## src/rtl/trig_adc_pkg.sv

```systemverilog
package trig_adc_pkg;
  // Strobes from the sequencing control to the result datapath
  typedef struct packed {
    logic launch;  // start or restart a conversion this cycle
    logic cancel;  // abandon the running conversion, no restart
    logic finish;  // last cycle of an undisturbed conversion
  } seqStrobe_t;
endpackage

```

## src/rtl/trig_adc_ctrl.sv

```systemverilog
module trig_adc_ctrl
  import trig_adc_pkg::*;
#(
  parameter int CONV_CYCLES = 8,
  parameter int CH_W        = 3
) (
  input  logic            clk,
  input  logic            rstN,
  input  logic            enWr,
  input  logic            enVal,
  input  logic            startWr,
  input  logic            startVal,
  input  logic            chanWr,
  input  logic [CH_W-1:0] chanVal,
  input  logic            hwTrig,
  output logic            enBit,
  output logic            busy,
  output logic [CH_W-1:0] chanReg,
  output logic [CH_W-1:0] launchChan,
  output seqStrobe_t      strobe
);
  localparam int CNT_W = (CONV_CYCLES > 1) ? $clog2(CONV_CYCLES) : 1;
  localparam logic [CNT_W-1:0] LAST = CNT_W'(CONV_CYCLES - 1);

  logic [CNT_W-1:0] cnt;
  logic disableNow, stopReq, restartReq, lastCycle;

  always_comb begin
    disableNow = enWr && !enVal;
    stopReq    = startWr && !startVal;
    restartReq = hwTrig || (startWr && startVal) || (chanWr && busy);
    strobe.launch = enBit && !disableNow && !stopReq && restartReq;
    strobe.cancel = busy && !strobe.launch && (disableNow || stopReq);
    strobe.finish = lastCycle && !strobe.launch && !strobe.cancel;
    launchChan    = chanWr ? chanVal : chanReg;
  end

  generate
    if (CONV_CYCLES == 1) begin : g_single
      assign lastCycle = busy;
    end else begin : g_multi
      assign lastCycle = busy && (cnt == LAST);
    end
  endgenerate

  always_ff @(posedge clk or negedge rstN) begin
    if (!rstN) begin
      enBit   <= 1'b0;
      chanReg <= '0;
      busy    <= 1'b0;
      cnt     <= '0;
    end else begin
      if (enWr)   enBit   <= enVal;
      if (chanWr) chanReg <= chanVal;
      if (strobe.launch) begin
        busy <= 1'b1;
        cnt  <= '0;
      end else if (strobe.cancel || strobe.finish) begin
        busy <= 1'b0;
        cnt  <= '0;
      end else if (busy) begin
        cnt <= cnt + 1'b1;
      end
    end
  end
endmodule

```

## src/rtl/trig_adc_dpath.sv

```systemverilog
module trig_adc_dpath
  import trig_adc_pkg::*;
#(
  parameter int DATA_W = 10,
  parameter int CH_W   = 3
) (
  input  logic              clk,
  input  logic              rstN,
  input  seqStrobe_t        strobe,
  input  logic [CH_W-1:0]   launchChan,
  input  logic [DATA_W-1:0] sampleData,
  output logic              convStart,
  output logic              convAbort,
  output logic [CH_W-1:0]   convChan,
  output logic [DATA_W-1:0] result,
  output logic              eocIrq
);
  always_ff @(posedge clk or negedge rstN) begin
    if (!rstN) begin
      convStart <= 1'b0;
      convAbort <= 1'b0;
      convChan  <= '0;
      result    <= '0;
      eocIrq    <= 1'b0;
    end else begin
      convStart <= strobe.launch;
      convAbort <= strobe.cancel;
      eocIrq    <= strobe.finish;
      if (strobe.launch) convChan <= launchChan;
      if (strobe.finish) result   <= sampleData;
    end
  end
endmodule

```

## src/rtl/trig_adc_seq.sv

```systemverilog
module trig_adc_seq
  import trig_adc_pkg::*;
#(
  parameter int CONV_CYCLES = 8,
  parameter int DATA_W      = 10,
  parameter int CH_W        = 3
) (
  input  logic              clk,
  input  logic              rstN,
  input  logic              enWr,
  input  logic              enVal,
  input  logic              startWr,
  input  logic              startVal,
  input  logic              chanWr,
  input  logic [CH_W-1:0]   chanVal,
  input  logic              hwTrig,
  input  logic [DATA_W-1:0] sampleData,
  output logic              enBit,
  output logic              busy,
  output logic [CH_W-1:0]   chanSel,
  output logic [CH_W-1:0]   convChan,
  output logic              convStart,
  output logic              convAbort,
  output logic [DATA_W-1:0] result,
  output logic              eocIrq
);
  seqStrobe_t      strobe;
  logic [CH_W-1:0] launchChan;

  trig_adc_ctrl #(.CONV_CYCLES(CONV_CYCLES), .CH_W(CH_W)) u_ctrl (
    .clk(clk), .rstN(rstN),
    .enWr(enWr), .enVal(enVal),
    .startWr(startWr), .startVal(startVal),
    .chanWr(chanWr), .chanVal(chanVal),
    .hwTrig(hwTrig),
    .enBit(enBit), .busy(busy), .chanReg(chanSel),
    .launchChan(launchChan), .strobe(strobe)
  );

  trig_adc_dpath #(.DATA_W(DATA_W), .CH_W(CH_W)) u_dpath (
    .clk(clk), .rstN(rstN),
    .strobe(strobe), .launchChan(launchChan), .sampleData(sampleData),
    .convStart(convStart), .convAbort(convAbort), .convChan(convChan),
    .result(result), .eocIrq(eocIrq)
  );
endmodule

```

## config.mk

```make
export PLATFORM = sky130hd
export DESIGN_NAME = trig_adc_seq
export DESIGN_NICKNAME = d
export VERILOG_FILES = /design/src/rtl/trig_adc_pkg.sv /design/src/rtl/trig_adc_ctrl.sv /design/src/rtl/trig_adc_dpath.sv /design/src/rtl/trig_adc_seq.sv
export SDC_FILE = /design/constraint.sdc
export NUM_CORES = 1
export LEC_CHECK = 0
export BUFFER_PORTS_ARGS = -buffer_cell sky130_fd_sc_hd__buf_2
export CAP_MARGIN = 20
export CORE_MARGIN = 2
export CORE_UTILIZATION = 30
export CTS_BUF_LIST = sky130_fd_sc_hd__clkbuf_4 sky130_fd_sc_hd__clkbuf_8
export DETAILED_ROUTE_END_ITERATION = 8
export GPL_TIMING_DRIVEN = 0
export PLACE_DENSITY = 0.53
export SLEW_MARGIN = 20
export SYNTH_ARGS = -nofsm -noshare
export SYNTH_HDL_FRONTEND = slang
export SYNTH_HIERARCHICAL = 1
export SYNTH_SLANG_ARGS = --single-unit
export TNS_END_PERCENT = 30
```

## constraint.sdc

```tcl
create_clock -name clk -period 1.61 [get_ports clk]
set_clock_uncertainty 0.15 [all_clocks]
set_input_delay 0.0805 -clock clk [delete_from_list [all_inputs] [get_ports clk]]
set_output_delay 0.0805 -clock clk [all_outputs]
set_load 0.02 [all_outputs]
```

==> results of run 1 <==
final timing paths:
path,end,slack [ns],from
max,u_dpath/result[8],-0.12,u_ctrl/cnt[0]
min,u_dpath/eocIrq,-0.09,hwTrig
max reg2reg,u_dpath/result[8],-0.12,u_ctrl/cnt[0]
min reg2reg,u_dpath/result[3],0.37,u_dpath/result[3]
max in group asynchronous,u_ctrl/busy,0.81,rstN
min in group asynchronous,u_ctrl/enBit,0.13,rstN
cells by family (layout without fill, tap and decap cells):
| group | after synthesis | in the layout |
|---|---|---|
| adders and majority gates | 2 | 2 |
| DFF | 24 | 24 |
| AOI/OAI and AO/OA | 8 | 8 |
| buffers and inverters | 2 | 66 |
| and+or+nand+nor | 11 | 11 |
| muxes | 17 | 17 |
synthesized netlist by cell type:
master    instances  share of area [%]
a21boi_0          1               0.75
a211o_2           1               0.99
nand4_1           3                1.9
a31o_1            1               0.87
nand4b_1          1               0.87
mux2_2            7                7.8
ha_1              2                2.5
a221o_1           1               0.99
nand2b_1          5                3.1
nor2b_1           1               0.62
mux2_4           10                 15
dfrtp_1          24                 60
buf_6             2                2.2
and4_1            1               0.87
a21oi_1           4                2.0
final cells by class:
| cell class | instances | share of cell area (%) |
|---|---|---|
| flip-flops and latches | 24 | 39.7 |
| repair buffers | 60 | 26.1 |
| multi-input cells | 38 | 25.6 |
| well taps | 46 | 3.79 |
| clock inverters | 1 | 1.98 |
| clock buffers | 3 | 1.48 |
| plain buffers | 2 | 1.48 |
per-layer routing:
| layer | up-vias | wire length [um] | share of wire (%) | track usage (%) |
|---|---|---|---|---|
| met1 | 363 | 976 | 46 | 15.7 |
| met3 | 2 | 87 | 4.1 | 2.07 |
| met4 | 0 | 10 | 0.47 | 5.17 |
| met2 | 22 | 1040 | 49 | 19.0 |
| li1 | 362 | - | - | - |
| met5 | - | 0 | 0 | 0 |
critical path, stage by stage (launching register included):
cell and delay [ns]:
dfrtp_1 0.39, ha_1 0.16, ha_1 0.16, nand4_1 0.11, a21oi_2 0.16, buf_6 0.19, mux2_4 0.32
through the flow:
step,power [W],util [%],setup WS (ns),setup TNS (ns)
finish,0.00148,46.2,-0.124,-1.13
global route,0.00157,46.2,-0.208,-2.20
global placement,0.00102,38.8,-0.105,-1.02
CTS,0.00151,46.2,-0.132,-1.22
detailed placement,0.00103,38.8,-0.112,-1.05
floorplan,0.000907,-,-0.0107,-0.107
power by group:
part	internal (W)	switching, W
combinational	0.000172	0.000167
clock	0.000251	0.000171
sequential	0.000674	0.0000432
total	0.00110	0.000380
cells in the final DEF, fill, tap and decap left out, types with 2 or more instances in the layout:
master / netlist / routed
a21oi_1: 4 / 3
buf_2: 0 / 41
buf_6: 2 / 2
clkbuf_4: 0 / 3
dfrtp_1: 24 / 23
dlygate4sd3_1: 0 / 19
ha_1: 2 / 2
mux2_2: 7 / 7
mux2_4: 10 / 10
nand2b_1: 5 / 5
nand4_1: 3 / 3
sequential cells by signal, indices dropped and copies added, names as in the netlist:
| signal | cells |
|---|---|
| u_ctrl/busy | 1 |
| u_dpath/eocIrq | 1 |
| u_dpath/convChan | 3 |
| u_ctrl/enBit | 1 |
| u_dpath/convAbort | 1 |
| u_ctrl/cnt | 3 |
| u_dpath/convStart | 1 |
| u_dpath/result | 10 |
| u_ctrl/chanReg | 3 |
what timing repair did:
item	CTS	global route
resized for setup	1	0
setup endpoints to repair	13	16
endpoints found under the hold margin	42	1
setup buffers	0	0
==> impl_metrics.ini, run 1 <==
[placed_design]
hpwl_um = 1390
port_buffers = 41
placed_cell_area_sq_um = 1270
place_congestion = 0.742
numPlacedInstances = 151

[floorplan]
core-area_sq_um = 3280
die_area_sq_um = 3840
die_y_um = 61.9
die_w_um = 61.9
initial_core_util_pct = 30.7
rows = 21
ios = 42

[min_path]
hp-class = in -> reg
holdPathStages = 3

[global_routing]
grt_pass1_wl_um = 3330
track_usage_pct = 11.9
grt_pass1_vias = 735
grt_max_degree = 25
overflow = 0
antenna_found_initial = 0

[status]
violations = negative hold slack, negative setup slack
status = finished with violations

[logic_synthesis]
synthAdderAreaFrac_pct = 2.48
synth.mux.area_fraction_pct = 22.7
synthesis.nets = 87
synth-xor-area-share_pct = 0
synth_area_sq_um = 1010
synth_seq_cells = 24
synth_compound_area_share_pct = 5.59
seq_area_frac_synth_pct = 59.6
synth_top_family_by_area = multiplexers
synthCells = 64
synthSimpleGateAreaFrac_pct = 7.33
ys_types = 15
avgSynthCellArea_sq_um = 15.7
ys_warn_count = 6

[flow_run]
drv_cap = 0

[detailed_routing]
ant_nets = 0
finalWirelength_um = 2110
viasPerCell = 4.30
route.detailed.drc = 0
drtIter0Drc = 9
vias = 749
detail_route.wl_per_cell_um = 12.1
firstDrtPassIters = 4

[cts]
clkTransAtPathRegs_ns = 0.13
numCtsBuffers = 3
ctsHoldBuffers = 19
ctsLongestPathBuffers = 2
cts_tree = built
clock_sinks = 24
clkLatencyLatePin_ns = 0.30
h-tree-depth = 1
cts_root_buf = clkbuf_4

[critical_path]
critPathArrivalTime_ns = 1.79
ff2ff_path_depth = 6
cp-end-kind = flop
critPathLaunchType = flop
crit_fanout = 10
required_ns = 1.66
criticalPathCategory = reg -> reg

[sta]
rsz0062_at_grt = true
finalMaxSlewViolations = 0
finalCritPeriodShare_pct = 108
worst_pin_slew_ns = 0.533
fmax_ghz = 0.577
final-hold-violation-count = 1
setup_violations = 10
worst_slack_ns = -0.124
fin_crit_ns = 1.73
slew_headroom_pct = 64.5
hold_slack_ns = -0.0910

[layout]
diodes = 0
final_nets = 152
multiInputGateArea_sq_um = 388
synthToLayoutAreaGrowth_pct = 50.7
fillers = 312
final_area_sq_um = 1520
fin_cells = 174
final-seq-area_sq_um = 602
layout-drive-gt1-share_pct = 52.3

[pwr]
ir_drop_mv = 0.368
leakagePower_nw = 0.761
pwr_density_cell_nw_per_um2 = 974
Power figures use the tool's default switching activity.
==> inputs of run 2 (changes only) <==
- CAP_MARGIN: 20 -> unset
- PLACE_DENSITY: 0.53 -> 0.51
- SLEW_MARGIN: 20 -> unset
- clock period: 1.61 -> 1.7 ns (I/O delays scaled with it)
==> run 2 against run 1 <==
Compared with the run above:
- the run still ends with negative hold slack, negative setup slack left
- combinational power is 5% lower
- first-iteration DRC count is 11% higher
- routed wire length fell by 4.1%
- flip-flop and latch count unchanged
- total power shrank 5.1%
- core utilization about the same
- fmax hardly changed
- final area barely moved
- sequential share of layout area hardly changed
- clock-buffer cell count unchanged
- clock power fell by 5%
==> impl_metrics.ini, run 2 (synthesis results as in run 1) <==
[flow_run]
drv_cap = 0

[sta]
final-hold-violation-count = 1
worst_pin_slew_ns = 0.519
hold_slack_ns = -0.0914
worst_slack_ns = -0.0348
tns_ns = -0.274
slew_headroom_pct = 65.4
rsz0062_at_grt = true
setup_violations = 10
fmax_ghz = 0.576
finalMaxSlewViolations = 0
finalCritPeriodShare_pct = 102
fin_crit_ns = 1.73

[critical_path]
cp-startpoint = u_ctrl/cnt[0]
critPathArrivalTime_ns = 1.79
crit_fanout = 10
critPathLaunchType = flop
cp-end-kind = flop
r2r_start = u_ctrl/cnt[0]
criticalPathCategory = reg -> reg
required_ns = 1.76

[floorplan]
die_w_um = 61.9
ios = 42
core-area_sq_um = 3280
initial_core_util_pct = 30.7
die_area_sq_um = 3840
rows = 21
die_y_um = 61.9

[layout]
synthToLayoutAreaGrowth_pct = 50.6
layout_commonest_cell = buf_2
largest_reg_flops = 10
fin_cells = 174
fin_util_pct = 46.2
layout_common_cells = buf_2, dfrtp_1, dlygate4sd3_1
layout-drive-gt1-share_pct = 51.6
final_nets = 152
diodes = 0
largest_register = u_dpath/result
final_area_sq_um = 1520

[pwr]
combPwrFrac_pct = 22.9
seqPwrFrac_pct = 48.4
p_int_w = 0.00104
power_frac_clock_pct = 28.7
leakagePower_nw = 0.763
swShare_pct = 25.9
power.switching_w = 0.000363
ir_drop_mv = 0.517
pwr_density_cell_nw_per_um2 = 925

[cts]
clock_sinks = 24
clkTransAtPathRegs_ns = 0.13
cts_root_buf = clkbuf_4
cts_tree = built
ctsLongestPathBuffers = 2
numCtsBuffers = 3
clkLatencyLatePin_ns = 0.31
ctsHoldBuffers = 19
postCtsSetupBuffers = 0
h-tree-depth = 1

[detailed_routing]
ant_nets = 0
detail_route.wl_per_cell_um = 11.6
vias = 752
firstDrtPassIters = 5
route.detailed.drc = 0
drtIter0Drc = 10
viasPerCell = 4.32
finalWirelength_um = 2020

[min_path]
hold_start = hwTrig
hp-class = in -> reg

[global_routing]
overflow = 0
grt_pass1_wl_um = 3280
track_usage_pct = 11.6
grt_pass1_vias = 718
antenna_found_initial = 0
grt_max_degree = 25

[status]
violations = negative hold slack, negative setup slack
status = finished with violations

[placed_design]
port_buffers = 41
numPlacedInstances = 151
place_congestion = 0.658
placed_cell_area_sq_um = 1270
hpwl_um = 1410
-- run 2: metal layers --
metal,vias up,part of all wire (%),track usage (%)
li1,368,-,-
met1,368,43,15.3
met2,14,53,19.0
met3,2,3.4,3.11
met4,0,0.84,2.74
met5,-,0,0
-- run 2: worst paths after layout --
check	cells after the start	slack (ns)	end
max in group asynchronous	2	0.93	u_ctrl/cnt[0]
max	6	-0.03	u_dpath/result[5]
max reg2reg	6	-0.03	u_dpath/result[5]
min	3	-0.09	u_dpath/eocIrq
min in group asynchronous	2	0.12	u_dpath/result[6]
min reg2reg	1	0.35	u_dpath/eocIrq
-- run 2: stage by stage --
stage | setup slack (ns) | total power (W)
3_5_place_dp | -0.107 | 0.000974
4_1_cts | -0.0562 | 0.00142
5_1_grt | -0.156 | 0.00148
3_3_place_gp | -0.0820 | 0.000967
2_1_floorplan | 0.0489 | 0.000858
6_report | -0.0348 | 0.00140
-- run 2: timing repair --
item / in CTS / in global routing
hold endpoints to repair: 40 / 1
endpoints found under the setup margin: 10 / 10
resized for setup: 1 / 0
-- run 2: final cells by class --
class                   instances  area [sq um]
plain buffers                   2          22.5
clock buffers                   3          22.5
clock inverters                 1          30.0
fillers                       306          1770
multi-input cells              38           388
flip-flops and latches         24           601
well taps                      46          57.6
repair buffers                 60           395
-- run 2: critical path, cell delays in order (launching register included) --
cell,delay (ns)
dfrtp_1,0.39
ha_1,0.15
ha_1,0.15
nand4_1,0.10
a21oi_2,0.17
buf_6,0.20
mux2_4,0.32
-- run 2: power groups by stage --
stage,Clock [W],Sequential [W],Combinational (W)
after floorplan,0,0.000752,0.000106
after global placement,0,0.000687,0.000280
after detailed placement,0,0.000690,0.000284
after CTS,0.000420,0.000680,0.000324
after global routing,0.000443,0.000687,0.000349
final,0.000403,0.000678,0.000321
==> inputs of run 3 (changes only) <==
- CORE_ASPECT_RATIO: unset -> 0.7
==> run 3 against run 2 <==
Compared with the run above:
- the flow still finishes with violations (negative hold slack, negative setup slack)
- sequential power is essentially flat
- critical path type unchanged
- via count shrank 2.5%
- combinational power shrank 2%
- highest routed layer unchanged
- sequential share of layout area grew 0.94 points
- fmax shrank 1.3%
==> impl_metrics.ini, run 3 (synthesis results as in run 1) <==
[placed_design]
hpwl_um = 1490
placed_cell_area_sq_um = 1260
place_congestion = 0.617
port_buffers = 41
numPlacedInstances = 143

[global_routing]
grt_pass1_wl_um = 3390
antenna_found_initial = 0
grt_pass1_vias = 742
track_usage_pct = 11.7
grt_max_degree = 25
overflow = 0

[sta]
slew_headroom_pct = 65.1
final-hold-violation-count = 1
fin_crit_ns = 1.76
hold_slack_ns = -0.0370
worst_pin_slew_ns = 0.523
setup_violations = 10
fmax_ghz = 0.569
tns_ns = -0.481
rsz0062_at_grt = true
finalMaxSlewViolations = 0
finalCritPeriodShare_pct = 103
worst_slack_ns = -0.0576

[detailed_routing]
viasPerCell = 4.50
detail_route.wl_per_cell_um = 12.7
ant_nets = 0
finalWirelength_um = 2070
vias = 733
route.detailed.drc = 0
firstDrtPassIters = 4
drtIter0Drc = 10

[layout]
final-seq-area_sq_um = 601
layout_common_cells = buf_2, dfrtp_1, dlygate4sd3_1
diodes = 0
largest_reg_flops = 10
layout-drive-gt1-share_pct = 53.6
synthToLayoutAreaGrowth_pct = 47.1
fin_cells = 163
largest_register = u_dpath/result
layout_commonest_cell = buf_2
final_area_sq_um = 1480
final_nets = 149
fillers = 297
multiInputGateArea_sq_um = 390

[critical_path]
critPathLaunchType = flop
criticalPathCategory = reg -> reg
cp-end-kind = flop
required_ns = 1.70
crit_fanout = 10
critPathArrivalTime_ns = 1.75

[floorplan]
die_y_um = 52.5
core-area_sq_um = 3170
die_area_sq_um = 3840
die_w_um = 73.3
initial_core_util_pct = 31.8
rows = 17
ios = 42

[pwr]
p_int_w = 0.00100
ir_drop_mv = 0.456
leakagePower_nw = 0.748
power_frac_clock_pct = 27.2
seqPwrFrac_pct = 49.8
combPwrFrac_pct = 23.0
swShare_pct = 26.7
pwr_density_cell_nw_per_um2 = 920
power.total_w = 0.00136
power.switching_w = 0.000364

[cts]
clkLatencyLatePin_ns = 0.26
ctsHoldBuffers = 16
clock_sinks = 24
ctsLongestPathBuffers = 2
cts_root_buf = clkbuf_8
h-tree-depth = 1
clkTransAtPathRegs_ns = 0.08
cts_tree = built
numCtsBuffers = 3

[status]
status = finished with violations
violations = negative hold slack, negative setup slack

[min_path]
hp-class = in -> reg

[flow_run]
drv_cap = 0
run 3: cell count changes in the layout (fill, tap and decap cells not counted):
cell,delta
ha_1,-1
bufinv_16,-1
clkbuf_8,+4
clkbuf_4,-3
dlygate4sd3_1,-3
ha_2,+1
run 3: stage by stage:
stage                     util [%]  setup slack [ns]  hold WS, ns
after floorplan                  -            0.0489       -0.361
after global placement        39.8           -0.0936      -0.0522
after detailed placement      39.8            -0.117      -0.0490
after CTS                     46.7           -0.0643      -0.0410
after global routing          46.7            -0.159      -0.0296
final                         46.7           -0.0576      -0.0370
run 3: path summary, 6_finish.rpt:
check                                   from           endpoint  slack [ns]  depth (start not counted)
max                            u_ctrl/cnt[0]  u_dpath/result[4]       -0.06                          6
min                                   hwTrig     u_dpath/eocIrq       -0.04                          3
max reg2reg                    u_ctrl/cnt[0]  u_dpath/result[4]       -0.06                          6
min reg2reg                u_dpath/result[6]  u_dpath/result[6]        0.36                          1
max in group asynchronous               rstN       u_ctrl/enBit        0.87                          2
min in group asynchronous               rstN  u_dpath/result[5]        0.18                          2
run 3: area by class of cell:
| class | count | area share [%] |
|---|---|---|
| Sequential cell | 24 | 40.5 |
| Buffer | 2 | 1.52 |
| Clock buffer | 4 | 3.72 |
| Tap cell | 38 | 3.21 |
| Multi-Input combinational cell | 38 | 26.4 |
| Timing Repair Buffer | 57 | 24.7 |
run 3: power by group through the flow:
| stage | logic (W) | registers, W | clock network, W |
|---|---|---|---|
| after floorplan | 0.000106 | 0.000752 | 0 |
| after global placement | 0.000279 | 0.000687 | 0 |
| after detailed placement | 0.000287 | 0.000690 | 0 |
| after CTS | 0.000317 | 0.000680 | 0.000392 |
| after global routing | 0.000339 | 0.000690 | 0.000413 |
| final | 0.000313 | 0.000679 | 0.000371 |
run 3: timing repair:
action	CTS	global route
buffers inserted	0	0
setup endpoints to repair	10	12
resized for setup	1	1
hold endpoints to repair	39	1
run 3: metal layers:
| metal | GRT usage (%) | routed length, um |
|---|---|---|
| met1 | 15.0 | 923 |
| met2 | 18.8 | 1020 |
| met3 | 4.42 | 124 |
| met4 | 3.09 | 7 |
| met5 | 0 | 0 |
run 3: worst max-delay path, stage by stage (launching register included):
cell	delay, ns
dfrtp_1	0.38
ha_1	0.16
ha_2	0.17
nand4_1	0.10
a21oi_2	0.17
buf_6	0.20
mux2_4	0.31
